## src/rtl/hexrep_pkg.sv

```systemverilog
// Shared constants and types for the hex error-report serializer.
// Assumes 8-bit data bytes and 4-bit hex digits; the address width is a
// parameter of the top module.
package hexrep_pkg;
    localparam int BYTE_W = 8;
    localparam int NIB_W  = 4;

    localparam logic [BYTE_W-1:0] CH_SPACE = 8'h20;
    localparam logic [BYTE_W-1:0] CH_CR    = 8'h0D;
    localparam logic [BYTE_W-1:0] CH_LF    = 8'h0A;

    // Character count of one line for a given address width.
    function automatic int line_chars(input int addr_w);
        return (addr_w / NIB_W) + 2 + 2 + 2 + 2 + 2;
    endfunction
endpackage

```

## src/rtl/hexrep_digit.sv

```systemverilog
// Converts one 4-bit nibble to an uppercase ASCII hex digit.
// Method: OR with 0x30, then add 7 when the result passes 0x39.
// Purely combinational; assumes nothing about its input.
module hexrep_digit
    import hexrep_pkg::*;
(
    input  logic [NIB_W-1:0]  nib,
    output logic [BYTE_W-1:0] ch
);
    logic [BYTE_W-1:0] base;

    // Form the decimal-range code and shift letters past the punctuation gap.
    always_comb begin
        base = 8'h30 | {4'h0, nib};
        ch   = (base >= 8'h3A) ? base + 8'd7 : base;
        assert (((ch >= 8'h30) && (ch <= 8'h39)) || ((ch >= 8'h41) && (ch <= 8'h46)));
    end
endmodule

```

## src/rtl/hexrep_ctrl.sv

```systemverilog
// Handshake and sequencing control for the serializer.
// Holds one captured record and a character index. A line-break request
// starts the index at the CR slot; a record starts it at zero.
// Assumes the sources hold valid until they see ready.
module hexrep_ctrl
    import hexrep_pkg::*;
#(
    parameter int ADDR_W = 16,
    localparam int CHARS = line_chars(ADDR_W),
    localparam int IDX_W = $clog2(CHARS)
)(
    input  logic              clk,
    input  logic              rst_n,
    input  logic              rec_valid,
    input  logic [ADDR_W-1:0] rec_addr,
    input  logic [BYTE_W-1:0] rec_expect,
    input  logic [BYTE_W-1:0] rec_seen,
    input  logic              brk_valid,
    input  logic              chr_ready,
    output logic              rec_ready,
    output logic              brk_ready,
    output logic              busy,
    output logic [IDX_W-1:0]  idx,
    output logic [ADDR_W-1:0] cap_addr,
    output logic [BYTE_W-1:0] cap_expect,
    output logic [BYTE_W-1:0] cap_seen
);
    localparam logic [IDX_W-1:0] CR_IDX = IDX_W'(CHARS - 2);
    localparam logic [IDX_W-1:0] LF_IDX = IDX_W'(CHARS - 1);

    logic last_take;

    // Ready only when idle; a pending line break blocks the record.
    always_comb begin
        brk_ready = !busy;
        rec_ready = !busy && !brk_valid;
        last_take = busy && chr_ready && (idx == LF_IDX);
    end

    // Accept requests, capture the record, and step through characters.
    always_ff @(posedge clk) begin
        if (!rst_n) begin
            busy       <= 1'b0;
            idx        <= '0;
            cap_addr   <= '0;
            cap_expect <= '0;
            cap_seen   <= '0;
        end else if (!busy) begin
            if (brk_valid) begin
                busy <= 1'b1;
                idx  <= CR_IDX;
            end else if (rec_valid) begin
                busy       <= 1'b1;
                idx        <= '0;
                cap_addr   <= rec_addr;
                cap_expect <= rec_expect;
                cap_seen   <= rec_seen;
            end
        end else if (chr_ready) begin
            if (idx == LF_IDX) busy <= 1'b0;
            else               idx  <= idx + 1'b1;
        end
    end

    AST_REC_HELD: assert property (@(posedge clk) disable iff (!rst_n)
        busy && !last_take |=> $stable(cap_addr) && $stable(cap_expect) && $stable(cap_seen));
    AST_IDX_RANGE: assert property (@(posedge clk) disable iff (!rst_n)
        busy |-> (idx <= LF_IDX));
    AST_LINE_ENDS: assert property (@(posedge clk) disable iff (!rst_n)
        last_take |=> !busy);
endmodule

```

## src/rtl/hexrep_pick.sv

```systemverilog
// Chooses the character for the current index: an address, pattern or
// observed-value digit, a space, CR or LF. The digit is produced by a
// shared nibble converter. Combinational; assumes idx < line length.
module hexrep_pick
    import hexrep_pkg::*;
#(
    parameter int ADDR_W = 16,
    localparam int CHARS  = line_chars(ADDR_W),
    localparam int IDX_W  = $clog2(CHARS),
    localparam int ADIGS  = ADDR_W / NIB_W
)(
    input  logic [IDX_W-1:0]  idx,
    input  logic [ADDR_W-1:0] cap_addr,
    input  logic [BYTE_W-1:0] cap_expect,
    input  logic [BYTE_W-1:0] cap_seen,
    output logic [BYTE_W-1:0] ch
);
    logic [NIB_W-1:0]  nib;
    logic [BYTE_W-1:0] hex_ch;
    logic              is_hex;
    logic [BYTE_W-1:0] fixed_ch;
    int                rel;

    hexrep_digit u_digit (.nib(nib), .ch(hex_ch));

    // Map the index onto a field nibble or a fixed character.
    always_comb begin
        nib      = '0;
        is_hex   = 1'b0;
        fixed_ch = CH_SPACE;
        rel      = int'(idx) - ADIGS;
        if (int'(idx) < ADIGS) begin
            is_hex = 1'b1;
            nib    = NIB_W'(cap_addr >> (NIB_W * (ADIGS - 1 - int'(idx))));
        end else begin
            case (rel)
                2:       begin is_hex = 1'b1; nib = cap_expect[7:4]; end
                3:       begin is_hex = 1'b1; nib = cap_expect[3:0]; end
                6:       begin is_hex = 1'b1; nib = cap_seen[7:4];   end
                7:       begin is_hex = 1'b1; nib = cap_seen[3:0];   end
                8:       fixed_ch = CH_CR;
                9:       fixed_ch = CH_LF;
                default: fixed_ch = CH_SPACE;
            endcase
        end
    end

    // Final output mux between converted digit and fixed character.
    always_comb begin
        ch = is_hex ? hex_ch : fixed_ch;
    end
endmodule

```

## src/rtl/hexrep_ser.sv

```systemverilog
// Top of the hex error-report serializer. Accepts an error record or a
// bare line-break request and streams the resulting ASCII line to a
// character sink, one character per valid/ready beat.
// Assumes the sink and the sources follow valid/ready rules.
module hexrep_ser
    import hexrep_pkg::*;
#(
    parameter int ADDR_W = 16,
    localparam int CHARS = line_chars(ADDR_W),
    localparam int IDX_W = $clog2(CHARS)
)(
    input  logic              clk,
    input  logic              rst_n,
    input  logic              rec_valid,
    output logic              rec_ready,
    input  logic [ADDR_W-1:0] rec_addr,
    input  logic [BYTE_W-1:0] rec_expect,
    input  logic [BYTE_W-1:0] rec_seen,
    input  logic              brk_valid,
    output logic              brk_ready,
    output logic              chr_valid,
    input  logic              chr_ready,
    output logic [BYTE_W-1:0] chr_data
);
    logic              busy;
    logic [IDX_W-1:0]  idx;
    logic [ADDR_W-1:0] cap_addr;
    logic [BYTE_W-1:0] cap_expect;
    logic [BYTE_W-1:0] cap_seen;

    hexrep_ctrl #(.ADDR_W(ADDR_W)) u_ctrl (
        .clk(clk), .rst_n(rst_n),
        .rec_valid(rec_valid), .rec_addr(rec_addr),
        .rec_expect(rec_expect), .rec_seen(rec_seen),
        .brk_valid(brk_valid), .chr_ready(chr_ready),
        .rec_ready(rec_ready), .brk_ready(brk_ready),
        .busy(busy), .idx(idx),
        .cap_addr(cap_addr), .cap_expect(cap_expect), .cap_seen(cap_seen)
    );

    hexrep_pick #(.ADDR_W(ADDR_W)) u_pick (
        .idx(idx), .cap_addr(cap_addr), .cap_expect(cap_expect),
        .cap_seen(cap_seen), .ch(chr_data)
    );

    // Output is valid for the whole of a line in progress.
    always_comb begin
        chr_valid = busy;
    end

    AST_HOLD_STALL: assert property (@(posedge clk) disable iff (!rst_n)
        chr_valid && !chr_ready |=> chr_valid && $stable(chr_data));
    AST_NO_ACCEPT_BUSY: assert property (@(posedge clk) disable iff (!rst_n)
        chr_valid |-> !rec_ready && !brk_ready);
    AST_BRK_FIRST: assert property (@(posedge clk) disable iff (!rst_n)
        !chr_valid && brk_valid && rec_valid |=> chr_valid && (chr_data == CH_CR));
    AST_START_NEXT: assert property (@(posedge clk) disable iff (!rst_n)
        rec_valid && rec_ready |=> chr_valid);
    AST_LF_LAST: assert property (@(posedge clk) disable iff (!rst_n)
        chr_valid && chr_ready && (chr_data == CH_LF) |=> !chr_valid);
endmodule

```

## config.mk

```make
export PLATFORM = sky130hd
export DESIGN_NAME = hexrep_ser
export DESIGN_NICKNAME = d
export VERILOG_FILES = /design/src/rtl/hexrep_pkg.sv /design/src/rtl/hexrep_digit.sv /design/src/rtl/hexrep_ctrl.sv /design/src/rtl/hexrep_pick.sv /design/src/rtl/hexrep_ser.sv
export SDC_FILE = /design/constraint.sdc
export NUM_CORES = 1
export LEC_CHECK = 0
export BUFFER_PORTS_ARGS = -buffer_cell sky130_fd_sc_hd__buf_2
export CORE_MARGIN = 3
export CORE_UTILIZATION = 35
export CTS_CLUSTER_DIAMETER = 200
export DETAILED_ROUTE_END_ITERATION = 8
export PLACE_DENSITY = 0.58
export REMOVE_ABC_BUFFERS = 1
export SETUP_SLACK_MARGIN = 0.02
export SLEW_MARGIN = 20
export SYNTH_ARGS = -nofsm -noshare
export SYNTH_HDL_FRONTEND = slang
export SYNTH_SLANG_ARGS = --single-unit
```

## constraint.sdc

```tcl
create_clock -name clk -period 6.9 [get_ports clk]
set_input_delay 1.035 -clock clk [delete_from_list [all_inputs] [get_ports clk]]
set_output_delay 1.035 -clock clk [all_outputs]
set_load 0.02 [all_outputs]
```

Yosys cells after proc, flatten, opt, wreduce, memory -nomap -nowiden
Index checks and enable logic that the tools add are counted.
{ "classes": {"muxes": 18, "n_bitwise": 2, "shifts": 1, "n_addsub": 4, "reduce_logical": 7, "eq_ne": 9, "magnitude_cmp": 2} }
{ "ops": {"columns": ["cell", "count"], "rows": [
  ["$eq 32x2->1 const B", 2],
  ["$eq 32x3->1 const B", 2],
  ["$eq 32x4->1 const B", 2],
  ["$shr 16x32->4", 1],
  ["$mux 4", 6],
  ["$mux 8", 2],
  ["$pmux 4 s4", 1],
  ["$pmux 6 s2", 1],
  ["$add 6x3->7 const B", 1],
  ["$mux 1", 7],
  ["$mux 7", 1],
  ["$ge 6x6->1 const B", 1],
  ["$reduce_and 3->1", 2],
  ["$sub 2x4->5 const A", 1],
  ["$sub 4x3->5 const B", 1],
  ["$add 4x1->4 const B", 1],
  ["$eq 4x4->1 const B", 1],
  ["$lt 4x3->1 const B", 1],
  ["$ne 2x2->1 const B", 2],
  ["$reduce_or 4->1", 1],
  ["$reduce_bool 3->1", 1],
  ["$logic_not 1->1", 2],
  ["$not 1->1", 2],
  ["$logic_and 1x1->1", 1]
]} }
{ "totals": {"out_inout_bits": 11, "register_bits": 37, "word_cells": 48} }

Logic depth before layout (Yosys ltp)
Gate-level depths: netlist of the first run.
{ "logic_depth": {"depth_word": 7, "ltp_mapped": 12, "ltp_nobuf": 11} }

Hierarchy
Synthesis of the first run repeated with hierarchy kept, for this count alone.
{ "hier_totals": {"hier_cells": 241, "hier_area_um2": 1980.6} }
{ "by_module_without_submodules": {"columns": ["mod", "seq_area_each_um2", "area_each_um2", "instances", "cells_each"], "rows": [
  ["hexrep_ctrl", 740.7, 1410.1, 1, 173],
  ["hexrep_pick", 0.0, 414.1, 1, 47],
  ["hexrep_digit", 0.0, 156.4, 1, 21]
]} }

Worst setup path before layout of the first run
No wires, ideal clock.
{ "synth_path": {"path_kind": "register to output", "start": "register u_ctrl.idx[0]", "end": "output chr_data[4]", "arrival_ps": 2742, "n_path_buf": 1, "setup_slack_ps": 3123, "stages_incl_launch_ff": 9, "path_cell_list": "dfxtp_1 > buf_6 > mux4_2 > o32a_1 > ha_1 > or4_1 > o311a_1 > o21a_1 > nor2_1"} }
{ "synth_via": {"elab_chain_len": 7, "word_cells_on_any_way": 18, "classes_between": "add/sub (3); order compare (2); eq/ne (4); shift (1); mux (7); reduce/logical (1)"} }
{ "synth_rtl": {"columns": ["element", "line_no", "text"], "rows": [
  ["from (decl)", "hexrep_ctrl.sv:23", "output logic [IDX_W-1:0] idx,"],
  ["from (signal assigned)", "hexrep_ctrl.sv:61", "else idx <= idx + 1'b1;"],
  ["$sub 4x3->5", "hexrep_pick.sv:31", "rel = int'(idx) - ADIGS;"],
  ["$eq 32x3->1 / $eq 32x2->1 (equally long branches)", "hexrep_pick.sv:36", "case (rel)"],
  ["$pmux 4 s4", "hexrep_pick.sv:36", null],
  ["$mux 4", "hexrep_pick.sv:32", "if (int'(idx) < ADIGS) begin"],
  ["$add 6x3->7 / $ge 6x6->1 (equally long branches)", "hexrep_digit.sv:15", "ch = (base >= 8'h3A) ? base + 8'd7 : base;"],
  ["$mux 7", "hexrep_digit.sv:15", null],
  ["$mux 8 *", "hexrep_pick.sv:50", "ch = is_hex ? hex_ch : fixed_ch;"],
  ["to (decl)", "hexrep_ser.sv:23", "output logic [BYTE_W-1:0] chr_data"]
]} }
Mark *: on every way between the ends. The rest lies on a longest branch, timed or not.

Final worst setup path of the first run
Same ends and word-level chain as after synthesis.

==> results.cfg, run 1 <==
[drt]
wl_per_cell_um = 12.7
vias = 1693
drt-initial-drc-count = 133
viasPerCell = 4.85
drtPass1Iterations = 4
ant_nets = 0
drc = 0
wl_mm = 4.42

[clock_network]
cts_setup_buffers = 0
ctsResizeCount = 0
cts-htree-levels = 2
ctsHoldBuffers = 0
cts_tree = done
clkLatencyLatePin_ps = 280
cts_buffer_depth = 2
cts.clk_slew.worst_paths_ps = 70
cts_buffers = 5
cts.sinks = 37
clock-root-buffer = clkbuf_8

[sta]
slew-limit-headroom = 0.311
slew_viol_final = 0
period_share = 0.621
fmax_mhz = 233
rsz0062_at_grt = false
worst_pin_slew_ps = 1030
timing.setup.tns_ps = 0
hold_viol_final = 0
finalCriticalPeriod_ps = 4290
clock_skew_ps = 2.90
final-setup-viol-count = 0

[min_path]
holdPathEnd = u_ctrl.cap_addr[2]$_SDFFE_PN0P_
hold_path_depth = 2
hold_path_class = flip-flop to flip-flop
min-delay-start = u_ctrl.cap_addr[2]$_SDFFE_PN0P_

[logic_synthesis]
ys_async_sr_fraction = 0
synth.largest_area_cell = dfxtp_1
synth_seq_cells = 37
yosys_most_used_dff = dfxtp_1
ys_seq_area_frac = 0.387
synth_edf_count = 0
syn_area_per_cell_um2 = 7.85
synthTopCellsByArea = dfxtp_1, nand2_1, a21oi_1
synth_top_area_share = 0.387
synth_area_um2 = 1920
synth_warnings = 0
syn_inst = 244
synthDistinctLibCells = 42

[final_layout]
nNetsFinal = 321
fin_util = 0.428
fillers = 581
area_growth_pct = 16.3
drive_gt1_frac = 0.215
n_antenna_cell = 0

[run]
maxCapViolations = 0

[pwr]
p_leak_uw = 0.000880
p_sw_uw = 135
pwr_density_cell_nw_per_um2 = 217
vdd_drop_max_mv = 0.108
p_comb_frac = 0.168
netSwitchingFraction = 0.278
power.share.clock = 0.352
seqPwrFrac = 0.481
internal-power_uw = 349

[die]
io_pins = 48
initial_core_util = 0.368
die_area_um2 = 6400
die-width_um = 80.0
core_um2 = 5200
num_rows = 26
die_h_um = 80.0

[grt]
grt_pass1_vias = 1555
grt_start_max_net_pins = 37
gr-total-overflow = 0
grt_pass1_wl_mm = 7.20
grt_usage = 0.145
antenna_found_initial = 0

[worst_setup_path]
path_class = flip-flop to output port
cp-end-kind = output port
r2r_slack_ps = 5050
rr_startpoint = u_ctrl.idx[1]$_SDFFE_PN0P_
worstPathRequired_ps = 5860
ff2ff_path_depth = 7
reg2reg_to = u_ctrl.idx[2]$_SDFFE_PN0P_
cp_max_fo = 9
cp-start-kind = flip-flop
critPathArrivalTime_ps = 3250

[placement]
portBuffers = 46
gpl.final_weighted_congestion = 0.803
hpwlAfterDp_mm = 3.14

[status]
status = completed
[worst max-delay path by stage]
stage | slack, ps | from | endpoint | depth (start not counted)
2_1_floorplan | 3070 | u_ctrl.idx[0]$_SDFFE_PN0P_ | chr_data[4] | 10
3_3_place_gp | 3040 | u_ctrl.idx[0]$_SDFFE_PN0P_ | chr_data[4] | 11
3_5_place_dp | 2930 | u_ctrl.idx[0]$_SDFFE_PN0P_ | chr_data[4] | 11
4_1_cts | 2600 | u_ctrl.idx[0]$_SDFFE_PN0P_ | chr_data[4] | 11
5_1_grt | 2370 | u_ctrl.idx[0]$_SDFFE_PN0P_ | chr_data[4] | 11
6_report | 2610 | u_ctrl.idx[0]$_SDFFE_PN0P_ | chr_data[4] | 11
[sequential cells by signal, summed over array words and instances, names as in the netlist]
signal	cells
u_ctrl.cap_addr	16
u_ctrl.cap_expect	8
u_ctrl.busy	1
u_ctrl.cap_seen	8
u_ctrl.idx	4
[worst max-delay path: stages (launching register included)]
cell      delay [ps]
dfxtp_1          560
inv_1            150
ha_1             320
a21boi_0         200
o21ai_0          130
o32a_1           270
ha_1             290
or4_1            480
o311a_1          140
o21a_1           190
nor2_1            90
buf_2            160
[placed cells by master (no fill, tap or decap), types with 3 or more instances in the layout]
cell type | Yosys | final
nand2_1 | 75 | 75
clkbuf_8 | 0 | 7
a22oi_1 | 5 | 5
o21ai_0 | 5 | 5
nand3_1 | 5 | 5
inv_1 | 7 | 7
nor3_1 | 3 | 3
buf_2 | 0 | 46
a21oi_1 | 34 | 34
ha_1 | 6 | 6
dfxtp_1 | 37 | 37
o22ai_1 | 3 | 3
nor2_1 | 7 | 7
[metrics by stage]
stage / cell area (um2) / hold slack (ps) / setup slack (ps) / instances / power (uW)
2_1_floorplan: 1800 / 432 / 3070 / 225 / 289
3_3_place_gp: 2120 / 443 / 3040 / 341 / 318
3_5_place_dp: 2120 / 447 / 2930 / 341 / 319
4_1_cts: 2230 / 457 / 2600 / 349 / 489
5_1_grt: 2230 / 478 / 2370 / 349 / 510
6_report: 2230 / 454 / 2610 / 349 / 484
[power groups by stage]
| stage | sequential, uW | clock (uW) | combinational, uW |
|---|---|---|---|
| 2_1_floorplan | 234 | 0 | 54.0 |
| 3_3_place_gp | 237 | 0 | 80.7 |
| 3_5_place_dp | 237 | 0 | 81.5 |
| 4_1_cts | 232 | 175 | 82.0 |
| 5_1_grt | 234 | 185 | 91.6 |
| 6_report | 232 | 170 | 81.2 |
[synthesized netlist by cell type, types with 2 or more instances]
cell      instances
clkbuf_1         13
o32a_1            2
o21a_1            2
o211ai_1          2
mux4_1            2
nand2b_1          2
dfxtp_1          37
a21oi_1          34
mux4_2            2
o311a_1           2
and2_1            2
buf_6             5
o31ai_1           2
o21ai_0           5
nor2_1            7
nand3b_1          2
a22oi_1           5
nand2_1          75
nor3_1            3
inv_1             7
o22ai_1           3
ha_1              6
nand3_1           5
[kinds of logic after synthesis]
| group | count (synthesis) | synth area share |
|---|---|---|
| buffers and inverters | 27 | 0.0745 |
| and+or+nand+nor | 101 | 0.221 |
| adders and majority gates | 7 | 0.0444 |
| other | 1 | 0.00196 |
| muxes | 5 | 0.0562 |
| DFF | 37 | 0.387 |
| AOI/OAI and AO/OA | 66 | 0.216 |
[layer usage]
layer  up-vias  track usage  share of wire
met1       750        0.203           0.48
met3         2       0.0361          0.053
li1        902            -              -
met4         0       0.0507         0.0066
met5         -            0              0
met2        39        0.214           0.46
[area by class of cell]
type                       count  area, um2  share of cell area
sequential                    37        741               0.333
tap                           70       87.6              0.0393
multi-input combinational    180       1030               0.464
timing repair buffer          46        230               0.103
inverter                       8       30.0              0.0135
clock inverter                 1       8.76             0.00393
clock buffer                   7       96.3              0.0433
Note: power is estimated with default switching activity, not from simulation.
==> run 2: changes to the inputs <==
--- a/config.mk
+++ b/config.mk
@@ -5,6 +5,7 @@
 export SDC_FILE = /design/constraint.sdc
 export NUM_CORES = 1
 export LEC_CHECK = 0
+export ABC_AREA = 1
 export BUFFER_PORTS_ARGS = -buffer_cell sky130_fd_sc_hd__buf_2
 export CORE_MARGIN = 3
 export CORE_UTILIZATION = 35
==> constraint.sdc (replaced) <==
create_clock -name clk -period 4.1 [get_ports clk]
set_input_delay 0.615 -clock clk [delete_from_list [all_inputs] [get_ports clk]]
set_output_delay 0.615 -clock clk [all_outputs]
set_load 0.02 [all_outputs]
==> results.cfg, run 2 <==
[pwr]
pwr_density_cell_nw_per_um2 = 387
power_uw = 895
seqPwrFrac = 0.458
power.share.clock = 0.256
vdd_drop_max_mv = 0.139
p_comb_frac = 0.286
netSwitchingFraction = 0.338
internal-power_uw = 593
p_sw_uw = 302
p_leak_uw = 0.00106

[sta]
slew_viol_final = 0
timing.setup.tns_ps = 0
period_share = 0.803
finalCriticalPeriod_ps = 3290
final-setup-viol-count = 0
slew-limit-headroom = 0.645
fmax_mhz = 304
worst_pin_slew_ps = 531
hold_viol_final = 0
clock_skew_ps = 2.91
rsz0062_at_grt = false

[die]
die-width_um = 81.7
num_rows = 26
initial_core_util = 0.376
io_pins = 48
die_h_um = 81.7
core_um2 = 5340
die_area_um2 = 6670

[worst_setup_path]
cp_max_fo = 12
reg2reg_to = u_ctrl.idx[3]$_SDFFE_PN0P_
path_class = flip-flop to output port
cp-end-kind = output port
critPathArrivalTime_ps = 2680
worstPathRequired_ps = 3480
rr_startpoint = u_ctrl.idx[1]$_SDFFE_PN0P_
ff2ff_path_depth = 9
r2r_slack_ps = 2470
cp-start-kind = flip-flop

[placement]
hpwlAfterDp_mm = 3.44
gpl.final_weighted_congestion = 0.911
portBuffers = 46

[drt]
ant_nets = 0
viasPerCell = 4.72
vias = 1889
drtPass1Iterations = 4
wl_per_cell_um = 11.5
drc = 0
wl_mm = 4.60
drt-initial-drc-count = 61

[logic_synthesis]
yosys_most_used_dff = dfxtp_1
synth_commonest_cells = nor2_1, nand2_1, dfxtp_1
synth_warnings = 0
synth_seq_cells = 37
synthTopCellsByArea = dfxtp_1, nor2_1, nand2_1
ys_seq_area_frac = 0.370
ys_async_sr_fraction = 0
syn_inst = 293
syn_area_per_cell_um2 = 6.84
synth_top_area_share = 0.370
synth_edf_count = 0
synthDistinctLibCells = 27
yosysMostFrequentCell = nor2_1
synth.largest_area_cell = dfxtp_1
synth_area_um2 = 2000

[min_path]
hold_path_class = flip-flop to flip-flop
min-delay-start = u_ctrl.cap_addr[11]$_SDFFE_PN0P_
hold_path_depth = 2
holdPathEnd = u_ctrl.cap_addr[11]$_SDFFE_PN0P_

[final_layout]
area_growth_pct = 15.3
final_common_cell = nor2_1
final_cell_mix = nor2_1, buf_2, nand2_1, dfxtp_1, o21ai_0
drive_gt1_frac = 0.233
reg_top3 = u_ctrl.cap_addr (16), u_ctrl.cap_expect (8), u_ctrl.cap_seen (8)
largest_register_ffs = 16
top_register = u_ctrl.cap_addr
n_antenna_cell = 0
nNetsFinal = 374

[clock_network]
cts_setup_buffers = 0
clkLatencyLatePin_ps = 280
ctsHoldBuffers = 0
cts-htree-levels = 2
cts.sinks = 37
clock-root-buffer = clkbuf_8
cts_buffers = 5
ctsResizeCount = 0
cts_buffer_depth = 2
cts.clk_slew.worst_paths_ps = 70
cts_tree = done

[grt]
grt_start_max_net_pins = 41
grt_pass1_wl_mm = 7.93
grt_usage = 0.150
grt_pass1_vias = 1727
antenna_found_initial = 0
gr-total-overflow = 0

[run]
maxCapViolations = 0

[status]
status = completed
## run 2: cell types whose count changed after synthesis, moves of 9 or more
cell,change
o21ai_0,+26
a21oi_1,-21
nand3_1,+13
nand2_1,-30
nand4_1,+10
inv_1,+9
nor2_1,+54
## run 2: layout make-up
type	count	area (um2)
clock buffer	5	68.8
clock inverter	1	5.00
fill	581	3020
inverter	25	96.3
multi-input combinational	215	1070
sequential	37	741
tap	70	87.6
timing repair buffer	47	238
## run 2: power by group through the flow
stage                     combinational [uW]  clock [uW]  sequential (uW)
after floorplan                          184           0              412
after global placement                   257           0              418
after detailed placement                 258           0              418
after CTS                                259         241              410
after global routing                     292         255              413
final                                    256         229              410
## run 2: how the worst max path moves through the flow
stage | to | slack (ps) | depth (start not counted) | startpoint
6_report | chr_data[4] | 810 | 14 | u_ctrl.idx[0]$_SDFFE_PN0P_
4_1_cts | chr_data[4] | 800 | 14 | u_ctrl.idx[0]$_SDFFE_PN0P_
3_5_place_dp | chr_data[4] | 1140 | 14 | u_ctrl.idx[0]$_SDFFE_PN0P_
3_3_place_gp | chr_data[4] | 1190 | 14 | u_ctrl.idx[0]$_SDFFE_PN0P_
5_1_grt | chr_data[4] | 580 | 14 | u_ctrl.idx[0]$_SDFFE_PN0P_
2_1_floorplan | chr_data[5] | 1410 | 12 | u_ctrl.idx[0]$_SDFFE_PN0P_
## run 2: metal layers
layer | vias up | GRT usage | routed length (um)
li1 | 1026 | - | -
met1 | 815 | 0.210 | 2360
met2 | 43 | 0.233 | 1980
met3 | 5 | 0.0307 | 220
met4 | 0 | 0.0449 | 46
met5 | - | 0 | 0
## run 2: logic make-up after synthesis
logic type      synth area share
buf+inv                   0.0943
simple gates               0.351
compound gates             0.141
other cells              0.00187
flops                      0.370
xor+xnor                 0.00437
fa+ha+maj                 0.0375
## run 2: worst max-delay path, stage by stage (launching register included)
cell and delay (ps):
dfxtp_1 590, inv_2 200, ha_1 350, nand4_1 140, nand2_1 70, inv_2 40, nand2_1 50, nand2_2 130
inv_1 80, ha_1 230, nand3b_4 180, nand3_2 80, nand2_1 60, inv_1 40, buf_2 150
## run 2: through the flow
stage | cell area, um2 | std cells | setup slack [ps] | hold slack, ps | utilization
finish | 2310 | 400 | 809 | 455 | 0.433
global route | 2310 | 400 | 583 | 490 | 0.433
global placement | 2240 | 394 | 1190 | 445 | 0.419
detailed placement | 2240 | 394 | 1140 | 448 | 0.419
floorplan | 1910 | 277 | 1410 | 429 | -
CTS | 2310 | 400 | 802 | 459 | 0.433
==> run 3: changes to the inputs <==
--- a/config.mk
+++ b/config.mk
@@ -11,7 +11,7 @@
 export CORE_UTILIZATION = 35
 export CTS_CLUSTER_DIAMETER = 200
 export DETAILED_ROUTE_END_ITERATION = 8
-export PLACE_DENSITY = 0.58
+export PLACE_DENSITY = 0.6
 export REMOVE_ABC_BUFFERS = 1
 export SETUP_SLACK_MARGIN = 0.02
 export SLEW_MARGIN = 20
==> constraint.sdc (replaced) <==
create_clock -name clk -period 2.9 [get_ports clk]
set_input_delay 0.435 -clock clk [delete_from_list [all_inputs] [get_ports clk]]
set_output_delay 0.435 -clock clk [all_outputs]
set_load 0.02 [all_outputs]
==> results.cfg, run 3 (synthesis gave the netlist of run 2 again) <==
[status]
status = completed

[placement]
place_area_um2 = 2250
portBuffers = 46
place_inst = 396
gpl.final_weighted_congestion = 0.819
hpwlAfterDp_mm = 3.43

[final_layout]
final_common_cell = nor2_1
fin_util = 0.443
nNetsFinal = 376
postLayoutCellArea_um2 = 2360
n_antenna_cell = 0
largest_register_ffs = 16
area_growth_pct = 18.0
stdcell_count = 404
reg_top3 = u_ctrl.cap_addr (16), u_ctrl.cap_expect (8), u_ctrl.cap_seen (8)
drive_gt1_frac = 0.257
final_cell_mix = nor2_1, buf_2, nand2_1, dfxtp_1, o21ai_0
top_register = u_ctrl.cap_addr

[sta]
final-setup-viol-count = 0
period_share = 0.911
fmax_mhz = 378
finalCriticalPeriod_ps = 2640
clock_skew_ps = 10.7
slew_viol_final = 0
timing.setup.tns_ps = 0
hold_viol_final = 0
rsz0062_at_grt = false
worst_pin_slew_ps = 561
slew-limit-headroom = 0.625

[min_path]
hold_path_depth = 3
hold_path_class = primary input to flip-flop

[die]
die-width_um = 81.7
num_rows = 26
die_area_um2 = 6670
die_h_um = 81.7
initial_core_util = 0.376
core_um2 = 5340
io_pins = 48

[drt]
viasPerCell = 4.78
wl_mm = 4.72
drc = 0
vias = 1931
ant_nets = 0
drt-initial-drc-count = 99
drtPass1Iterations = 4
wl_per_cell_um = 11.7

[worst_setup_path]
crit_slowest_cell = dfxtp_2
path_class = flip-flop to output port
critPathArrivalTime_ps = 2210
worstPathRequired_ps = 2470
cpMostUsedCell = nand2_1
cp_max_fo = 11
cp-start-kind = flip-flop
cp_cell_sequence = inv_2 > buf_4 > nand2_1 > nand3_1 > nand2_1 > nand2_1 > nand2_2 > inv_1 > ha_1 > nand2_1 > nand3_1 > a21oi_1 > buf_2
cp-end-kind = output port
max_stage_delay_ps = 400
ff2ff_path_depth = 5

[clock_network]
cts.clk_slew.worst_paths_ps = 80
cts.sinks = 37
clock-root-buffer = clkbuf_8
clkLatencyLatePin_ps = 300
cts_buffer_depth = 2
cts-htree-levels = 2
ctsHoldBuffers = 0
cts_tree = done
cts_buffers = 5

[pwr]
vdd_drop_max_mv = 0.210
pwr_density_cell_nw_per_um2 = 549
p_leak_uw = 0.00107

[grt]
gr-total-overflow = 0
grt_start_max_net_pins = 34
grt_usage = 0.148
grt_pass1_wl_mm = 7.66
grt_pass1_vias = 1680
antenna_found_initial = 0

[run]
maxCapViolations = 0
## run 3: final cells by class
class	count	area, um2
multi-input cells	215	1100
fillers	596	2970
inverters	25	96.3
repair buffers	49	253
flip-flops and latches	37	746
well taps	70	87.6
clock buffers	6	72.6
clock inverters	2	10.0
## run 3: worst paths after layout
check / to / slack [ps] / start
worst max-delay path: chr_data[5] / 260 / u_ctrl.idx[0]$_SDFFE_PN0P_
worst min-delay path: u_ctrl.cap_addr[12]$_SDFFE_PN0P_ / 370 / rec_addr[12]
worst max register to register: u_ctrl.cap_expect[7]$_SDFFE_PN0P_ / 1150 / u_ctrl.busy$_SDFF_PN0_
worst min register to register: u_ctrl.cap_addr[15]$_SDFFE_PN0P_ / 460 / u_ctrl.cap_addr[15]$_SDFFE_PN0P_
## run 3: per-layer routing
layer	global-route usage	wire [um]	share of wire	up-vias
met5	0	0	0	-
met4	0.0797	95	0.020	0
met3	0.0263	198	0.042	6
met2	0.213	2010	0.43	42
met1	0.209	2410	0.51	852
li1	-	-	-	1031
## run 3: power by group
| group | switching [uW] | internal (uW) |
|---|---|---|
| Sequential | 32.9 | 546 |
| Combinational | 232 | 139 |
| Clock | 181 | 166 |
| Total | 446 | 852 |
## run 3: what timing repair did
item                                    in CTS  in global routing
endpoints found under the hold margin        0                  0
endpoints found under the setup margin       7                  7
resized for setup                            1                  7
setup buffers                                0                  0
## run 3: critical path, delay by kind of cell (launching register included)
family | cells | cell delay [ps]
and+or+nand+nor | 7 | 580
buffers and inverters | 4 | 530
AOI/OAI and AO/OA | 1 | 160
adders and majority gates | 1 | 230
DFF | 1 | 400
## run 3: stage by stage
stage                     total power, uW  worst slack (ps)  hold WS, ps
after floorplan                       842               395          429
after global placement                953               420          441
after detailed placement              956               312          450
after CTS                            1300              29.5          366
after global routing                 1380              27.2          374
final                                1300               258          366
